### src/rtl/image_loader.sv
module image_loader #(
  parameter int ADDR_W = 16
) (
  input  logic              clk,
  input  logic              rst_n,
  input  logic              in_valid,
  input  logic [7:0]        in_data,
  input  logic              in_last,
  output logic              in_ready,
  input  logic              mem_busy,
  output logic              mem_we,
  output logic [ADDR_W-1:0] mem_addr,
  output logic [15:0]       mem_wdata,
  output logic              load_done,
  output logic [ADDR_W-1:0] load_origin,
  output logic              odd_error
);

  typedef enum logic [1:0] {HDR_HI, HDR_LO, DAT_HI, DAT_LO} phase_t;

  phase_t            phase;
  logic [7:0]        upper;
  logic              wr_pend;
  logic [ADDR_W-1:0] wr_addr;
  logic [15:0]       wr_data;
  logic [ADDR_W-1:0] cursor;
  logic [ADDR_W-1:0] origin_q;
  logic              finishing;
  logic              err_q;

  logic        take;
  logic [15:0] word;

  assign in_ready    = !finishing && !(wr_pend && mem_busy);
  assign take        = in_valid && in_ready;
  assign word        = {upper, in_data};
  assign mem_we      = wr_pend;
  assign mem_addr    = wr_addr;
  assign mem_wdata   = wr_data;
  assign load_done   = finishing && !wr_pend;
  assign load_origin = origin_q;
  assign odd_error   = err_q;

  always_ff @(posedge clk or negedge rst_n) begin
    if (!rst_n) begin
      phase     <= HDR_HI;
      upper     <= '0;
      wr_pend   <= 1'b0;
      wr_addr   <= '0;
      wr_data   <= '0;
      cursor    <= '0;
      origin_q  <= '0;
      finishing <= 1'b0;
      err_q     <= 1'b0;
    end else begin
      if (wr_pend && !mem_busy) wr_pend <= 1'b0;
      if (load_done) finishing <= 1'b0;
      if (take) begin
        unique case (phase)
          HDR_HI: begin
            upper <= in_data;
            err_q <= in_last;
            if (in_last) finishing <= 1'b1;
            else         phase     <= HDR_LO;
          end
          HDR_LO: begin
            origin_q <= word[ADDR_W-1:0];
            cursor   <= word[ADDR_W-1:0];
            phase    <= in_last ? HDR_HI : DAT_HI;
            if (in_last) finishing <= 1'b1;
          end
          DAT_HI: begin
            upper <= in_data;
            if (in_last) begin
              err_q     <= 1'b1;
              finishing <= 1'b1;
              phase     <= HDR_HI;
            end else begin
              phase <= DAT_LO;
            end
          end
          DAT_LO: begin
            wr_pend <= 1'b1;
            wr_addr <= cursor;
            wr_data <= word;
            cursor  <= cursor + 1'b1;
            phase   <= in_last ? HDR_HI : DAT_HI;
            if (in_last) finishing <= 1'b1;
          end
          default: phase <= HDR_HI;
        endcase
      end
    end
  end

  AST_HOLD_WRITE: assert property (@(posedge clk) disable iff (!rst_n)
    mem_we && mem_busy |=> mem_we && $stable(mem_addr) && $stable(mem_wdata));

  AST_DONE_PULSE: assert property (@(posedge clk) disable iff (!rst_n)
    load_done |=> !load_done);

  AST_DONE_QUIET: assert property (@(posedge clk) disable iff (!rst_n)
    load_done |-> !mem_we);

  AST_ORIGIN_HOLD: assert property (@(posedge clk) disable iff (!rst_n)
    !(in_valid && in_ready) |=> $stable(load_origin));

  AST_ERR_HOLD: assert property (@(posedge clk) disable iff (!rst_n)
    !(in_valid && in_ready) |=> $stable(odd_error));

endmodule

### config.mk
export PLATFORM = sky130hd
export DESIGN_NAME = image_loader
export DESIGN_NICKNAME = d
export VERILOG_FILES = /design/src/rtl/image_loader.sv
export SDC_FILE = /design/constraint.sdc
export NUM_CORES = 1
export LEC_CHECK = 0
export CAP_MARGIN = 10
export CORE_AREA = 2 2 121 123
export DETAILED_ROUTE_END_ITERATION = 8
export DIE_AREA = 0 0 123 125
export PLACE_DENSITY = 0.42
export SLEW_MARGIN = 10
export SYNTH_ARGS = -nofsm -noshare
export SYNTH_HDL_FRONTEND = slang
export SYNTH_SLANG_ARGS = --single-unit
### constraint.sdc
create_clock -name clk -period 2.2 [get_ports clk]
set_input_delay 0.44 -clock clk [delete_from_list [all_inputs] [get_ports clk]]
set_output_delay 0.44 -clock clk [all_outputs]
set_load 0.03 [all_outputs]
After elaboration in Yosys (flattened, before gate mapping). Cells that the tools add are included.

Reductions and logical operators: 21. Add/sub/neg operators: 1. Equality and inequality tests: 5. Multiplexer cells: 14.

Operator list (count): $pmux 16 s2 (1); $add 16x1->16 const B (1); $reduce_and 2->1 (5); $mux 1 (8); $mux 2 (3); $pmux 2 s3 (1); $logic_and 1x1->1 (5); $eq 2x2->1 const B (2); $logic_not 1->1 (4); $ne 2x2->1 const B (2); $reduce_bool 2->1 (2); $reduce_or 2->1 (2); $reduce_or 4->1 (1); $reduce_and 3->1 (1); $eq 2x1->1 const B (1); $logic_not 2->1 (1); $pmux 1 s2 (1).

Bits of input ports: 13. Flip-flop bits (word level): 77. Word-level logic and storage cells: 50.

Longest topological paths before layout. Gate-level depths: netlist (run 1).

Depth after elaboration: 6. Gate-level depth with buffers: 7. Depth with buffers taken out: 5.

Least setup slack after synthesis (run 1). No wires, ideal clock.

Path type: register to register. From: register wr_pend, in the netlist mem_we. To: register cursor[12]. Stages on the path, launching flop included: 6. Path buffers: 2. Slack: 0.354 ns. Setup time: 0.126 ns. Data arrival time: 1.720 ns. Period minus slack after synthesis: 1.846 ns. Required time: 2.074 ns. Cell sequence: dfrtp_1 a21oi_2 buf_2 nand2_1 clkbuf_1 a221o_1.

Word-level cells in the longest chain between the ends: 5.

Ends and longest elaborated chain: from (decl) (line 23) `logic wr_pend;`; from (signal assigned) (line 48) `wr_pend <= 1'b0;`; from (signal assigned) (line 56) `if (wr_pend && !mem_busy) wr_pend <= 1'b0;`; from (signal assigned) (line 83) `wr_pend <= 1'b1;`; $logic_and 1x1->1 (line 34) `assign in_ready = !finishing && !(wr_pend && mem_busy);`; $logic_not 1->1 (line 34); $logic_and 1x1->1 (line 34); named net in_ready (line 9) `output logic in_ready,`; $logic_and 1x1->1 (line 35) `assign take = in_valid && in_ready;`; $reduce_and 2->1 (no line); to (signal assigned) (line 68) `cursor <= word[ADDR_W-1:0];`; to (signal assigned) (line 86) `cursor <= cursor + 1'b1;`; to (decl) (line 26) `logic [ADDR_W-1:0] cursor;`.

The timed path passes the listed nets, and every way through them passes these cells. A chain may end at the register's enable or synchronous reset.

Worst setup path in the final report (run 1).
From: register wr_pend, in the netlist mem_we. To: output port load_done.

Word-level cells in the longest chain between the ends: 2.

Ends and longest elaborated chain: $logic_not 1->1 (line 40) `assign load_done = finishing && !wr_pend;`; $logic_and 1x1->1 (line 40); to (decl) (line 14) `output logic load_done,`.

No other way between the ends.

==> flow_metrics.tcl, run 1 <==
set metrics [dict create \
    outcome "finished, final reports clean" \
    gp_congestion 0.798 \
    synth.top_cells.by_count "dfrtp_1 (77), mux2_2 (50), nand2_1 (18)" \
    grt_pass1_wl_um 14500 \
    slew_violations 0 \
    ir_drop_v 0.000678 \
    path_clk_slew_ns 0.06 \
    crit_path_top_delay_cell "clkdlybuf4s50_1" \
    p_per_area_mw_per_mm2 1590 \
    core_area_mm2 0.0142 \
    crit_buf_inv 1 \
    period_needed_ns 2.01 \
    slew_headroom_pct 72.2 \
    critPathArrivalTime_ns 1.57 \
    max_stage_delay_ns 0.67 \
    grt_pass1_vias 2521 \
    use_met1_pct 17.8 \
    worstSetupStartpointType "register" \
    drtAntennaViolNets 0 \
    drc 0 \
    finalSetupViolations 0 \
    crit_required_ns 1.76 \
    nNetsFinal 352 \
    antenna_found_initial 0 \
    grt.busiest_layer "met1" \
    use_met2_pct 17.5 \
    cts_sinks 77 \
    die_w_um 123 \
    drive_gt1_share_pct 26.5 \
    dieArea_mm2 0.0154 \
    initial_core_util_pct 23.2 \
    synth_cell_type_count 37 \
    cts_setup_buffers 0 \
    period_share_pct 91.2 \
    worstPathCellList "nor2b_1, clkdlybuf4s50_1" \
    cts_buffers 9 \
    synth_top_area_share_pct 58.6 \
    holdBufCountCts 0 \
    ctsResizeCount 0 \
    dpl.hpwl_um 6050 \
    worstPathMaxFanout 5 \
    yosys.area.top_type "dfrtp_1" \
    syn_nets 277 \
    postRouteWirelength_um 8680 \
    dp_cells 511 \
    syn_area_mm2 0.00329 \
    ios 65 \
    fin_skew_ns 0.00725 \
    clk_latency_ns 0.35 \
    gr-usage-all-layers_pct 12.5 \
    maxCapViolCount 0 \
    first_pass_iters 4 \
    cts_root_buffer "clkbuf_16" \
    routedWlPerCell_um 16.5 \
    syn_area_per_cell_um2 12.5 \
    async_flop_share_pct 100 \
    drt_iter0_drc 104 \
    design_area_mm2 0.00463 \
    via_per_inst 4.56 \
    seq_area_frac_synth_pct 58.6 \
    synth-seq-cells 77 \
    final-hold-violation-count 0 \
    critPathTopFamily "buffers and inverters" \
    area_growth_pct 40.7 \
    post_dp_cell_area_mm2 0.00425 \
    crit_type "register to output pin" \
    holdWs_ns 0.0248 \
    vias 2405 \
    tns_ns 0 \
    ys.flop_type "dfrtp_1" \
    syn_inst 263 \
    yosysMostFrequentCell "dfrtp_1" \
    ys_warn_count 0 \
    rows 44 \
    h-tree-depth 3 \
    grt_use_met3_pct 3.51 \
    n_antenna_cell 0 \
    rsz0062_at_grt "false" \
    endpoint_kind "output pin" \
    synth_edf_count 0 \
    dieHeight_um 125 \
    fmax_mhz 498 \
    pre_cts_slack_ns 0.0733 \
    stdcell_count 527 \
    synth_area_leaders "dfrtp_1 (59%), mux2_2 (17%), o21ai_0 (2.6%)" \
    min_path_type "primary input to asynchronous set/reset pin" \
    leakage_nw 1.93 \
    cts_tree "done" \
    grt_start_max_net_pins 41 \
    io_buffers 64 \
    worst_slew_pin_slew_ns 0.413 \
    setup_slack_ns 0.193 \
    overflow 0 \
    clockBufferDepth 2 \
]
## metrics by stage
stage | power (mW) | util, %
finish | 7.35 | 32.6
global route | 7.79 | 32.6
CTS | 7.47 | 32.6
detailed placement | 5.53 | 29.9
global placement | 5.50 | 29.9
floorplan | 4.20 | -
## state kept, by name, summed over array words and instances, names as in the netlist
signal and count:
odd_error 1, phase 2, mem_addr 16, mem_wdata 16, finishing 1, mem_we 1
cursor 16, upper 8, load_origin 16
## final timing paths
path	from	to	slack, ns	depth (start not counted)
worst max-delay path	mem_we$_DFF_PN0_	load_done	0.19	2
worst min-delay path	rst_n	mem_addr[14]$_DFFE_PN0P_	0.02	1
worst max register to register	cursor[0]$_DFFE_PN0P_	cursor[12]$_DFFE_PN0P_	0.39	5
worst min register to register	mem_addr[8]$_DFFE_PN0P_	mem_addr[8]$_DFFE_PN0P_	0.47	2
max in group asynchronous	rst_n	mem_wdata[10]$_DFFE_PN0P_	1.55	2
min in group clk	mem_addr[8]$_DFFE_PN0P_	mem_addr[8]$_DFFE_PN0P_	0.47	2
## report_power, final
group | internal [mW] | switching (mW)
Combinational | 1.35 | 1.57
Clock | 1.29 | 0.599
Sequential | 2.03 | 0.504
## cell type report
cell class	instances	area (um^2)
clock buffers	11	253
clock inverters	5	129
fillers	1473	9580
inverters	6	22.5
multi-input cells	166	1270
flip-flops and latches	77	1930
well taps	184	230
repair buffers	78	791
## placed cells by master (no fill, tap or decap), types with 2 or more instances in the layout
cell	netlist	routed
nand4_1	7	7
nand3_1	6	5
nor3_1	10	10
buf_4	1	12
a21oi_1	9	9
o22ai_1	13	13
clkbuf_8	0	2
clkdlybuf4s50_1	0	62
nor2_1	3	3
inv_1	5	5
and2_1	3	3
nor4_1	5	5
clkbuf_16	0	9
a311oi_1	2	2
mux2_2	50	50
mux2i_1	4	4
o21ai_0	17	17
buf_12	0	4
bufinv_16	0	4
nand4_2	2	2
dfrtp_1	77	77
nand2_1	18	18
## layer usage
metal / vias to the layer above / share of wire (%)
met4: 0 / 2.0
met5: - / 0
met2: 53 / 44
met3: 9 / 4.4
met1: 1214 / 49
li1: 1129 / -
## logic make-up (layout without fill, tap and decap cells)
family	Yosys count	in the layout	synth area share [%]
muxes	54	54	18.3
DFF	77	77	58.6
and+or+nand+nor	63	63	11.1
adders and majority gates	1	1	0.380
AOI/OAI and AO/OA	48	48	8.79
buffers and inverters	20	100	2.78
No activity file was read; power rests on OpenSTA's default activity.
==> run 2, diff against run 1 <==
SLEW_MARGIN = unset   (was 10)
==> results of run 2 <==
The final DEF is identical to that of run 1; final timing and power are the same.
==> run 3, diff against run 2 <==
RECOVER_POWER = 100   (was unset)
SKIP_CTS_REPAIR_TIMING = 1   (was unset)
==> run 3 against run 2 <==
  * The flow now finishes with violations (max-capacitance violations, max-slew violations)
  * Critical path depth did not move
  * Via count is 0.12% higher
  * Hold slack gained 0.44 ns
  * Wire length shrank 0.22%
  * Fmax fell by 1.5%
  * Critical path type unchanged
  * Largest power group unchanged
  * Highest routed layer unchanged
==> flow_metrics.tcl, run 3 (synthesis gave the netlist of run 1 again) <==
set metrics [dict create \
    outcome "finished, violations left" \
    failed_checks "max-capacitance violations, max-slew violations" \
    drive_gt1_share_pct 24.8 \
    grt_pass1_vias 2521 \
    cts_tree "done" \
    first_pass_iters 4 \
    holdPathEnd "mem_addr[8]$_DFFE_PN0P_" \
    cts_buffers 9 \
    slew_violations 29 \
    final-hold-violation-count 0 \
    critPathArrivalTime_ns 1.60 \
    fmax_mhz 491 \
    grt_pass1_wl_um 14500 \
    drt_iter0_drc 118 \
    max_stage_delay_ns 0.74 \
    routedWlPerCell_um 16.4 \
    grt_start_max_net_pins 41 \
    maxCapViolCount 1 \
    via_per_inst 4.57 \
    mostFrequentLayoutCell "dfrtp_1" \
    worstSetupStartpointType "register" \
    p_per_area_mw_per_mm2 1560 \
    path_clk_slew_ns 0.06 \
    cts_root_buffer "clkbuf_16" \
    h-tree-depth 3 \
    antenna_found_initial 0 \
    overflow 0 \
    leakage_nw 1.97 \
    clockBufferDepth 2 \
    cts_sinks 77 \
    gp_congestion 0.798 \
    p_sw_mw 2.65 \
    crit_path_top_delay_cell "dlygate4sd3_1" \
    postRouteWirelength_um 8660 \
    dpl.hpwl_um 6050 \
    worst_slew_pin_slew_ns 1.74 \
    clk_latency_ns 0.34 \
    die_w_um 123 \
    clock_power_share_pct 26.4 \
    power.share.combinational_pct 38.4 \
    holdCritStartpoint "mem_addr[8]$_DFFE_PN0P_" \
    period_needed_ns 2.04 \
    fin_skew_ns 0.00688 \
    tns_ns 0 \
    dieHeight_um 125 \
    period_share_pct 92.6 \
    regToRegSetupSlack_ns 0.26 \
    use_met1_pct 17.8 \
    slew_headroom_pct -16.1 \
    worstPathMaxFanout 5 \
    ios 65 \
    swShare_pct 37.1 \
    rsz0062_at_grt "false" \
    vias 2408 \
    area_growth_pct 39.2 \
    drtAntennaViolNets 0 \
    core_area_mm2 0.0142 \
    power_frac_seq_pct 35.2 \
    initial_core_util_pct 23.2 \
    drc 0 \
    reg2reg_to "load_origin[12]$_DFFE_PN0P_" \
    dieArea_mm2 0.0154 \
    rows 44 \
    crit_required_ns 1.76 \
    ir_drop_v 0.000652 \
    holdWs_ns 0.469 \
    mostFrequentLayoutCells "dfrtp_1 (77), dlygate4sd3_1 (51), mux2_2 (50)" \
    n_antenna_cell 0 \
    worstRegToRegCells 5 \
    grt_use_met3_pct 3.51 \
    nNetsFinal 352 \
    crit_buf_inv 1 \
    use_met2_pct 17.5 \
    worstHoldPathCells 2 \
    endpoint_kind "output pin" \
    io_buffers 64 \
    worstPathCellList "nor2b_1, dlygate4sd3_1" \
    gr-usage-all-layers_pct 12.5 \
    critPathTopFamily "buffers and inverters" \
    crit_type "register to output pin" \
    min_path_type "register to register" \
    r2r-start "mem_we$_DFF_PN0_" \
    p_int_mw 4.49 \
    finalSetupViolations 0 \
    grt.busiest_layer "met1" \
]
==> run 3: worst min-delay path, stage by stage, from the launching register on <==
cell	delay (ns)
dfrtp_1	0.33
nand2_1	0.04
o21ai_0	0.06
==> run 3: area by class of cell <==
type	instances	area (um^2)
clock buffers	11	253
clock inverters	5	129
fillers	1483	9630
inverters	6	22.5
multi-input cells	166	1270
flip-flops and latches	77	1930
well taps	184	230
repair buffers	78	744
==> run 3: through the flow <==
step,cells,instance area (um^2),setup WS [ns],util (%),power (mW)
3_3_place_gp,511,4250,0.153,29.9,5.50
5_1_grt,527,4580,0.0686,32.2,7.60
3_5_place_dp,511,4250,0.0733,29.9,5.53
4_1_cts,527,4630,0.172,32.6,7.47
6_report,527,4580,0.163,32.2,7.14
2_1_floorplan,263,3290,0.354,-,4.20
==> run 3: worst max-delay path by stage <==
stage	startpoint	end	slack (ns)	cells past startpoint
floorplan	mem_we$_DFF_PN0_	cursor[12]$_DFFE_PN0P_	0.35	5
global placement	in_valid	cursor[11]$_DFFE_PN0P_	0.15	6
detailed placement	mem_busy	cursor[11]$_DFFE_PN0P_	0.07	7
CTS	mem_we$_DFF_PN0_	load_done	0.17	2
global route	mem_busy	load_origin[6]$_DFFE_PN0P_	0.07	6
finish	mem_we$_DFF_PN0_	load_done	0.16	2
==> run 3: metal layers <==
layer | wire, um | vias up | part of all wire, %
met5 | 0 | - | 0
met4 | 172 | 0 | 2.0
met3 | 385 | 9 | 4.4
met2 | 3870 | 52 | 45
met1 | 4230 | 1211 | 49
li1 | - | 1136 | -
==> run 3: power groups by stage <==
| stage | Combinational [mW] | Sequential (mW) | Clock, mW |
|---|---|---|---|
| 2_1_floorplan | 0.935 | 3.27 | 0 |
| 3_5_place_dp | 2.96 | 2.57 | 0 |
| 5_1_grt | 2.95 | 2.63 | 2.01 |
| 4_1_cts | 2.97 | 2.55 | 1.95 |
| 3_3_place_gp | 2.94 | 2.57 | 0 |
| 6_report | 2.74 | 2.51 | 1.89 |
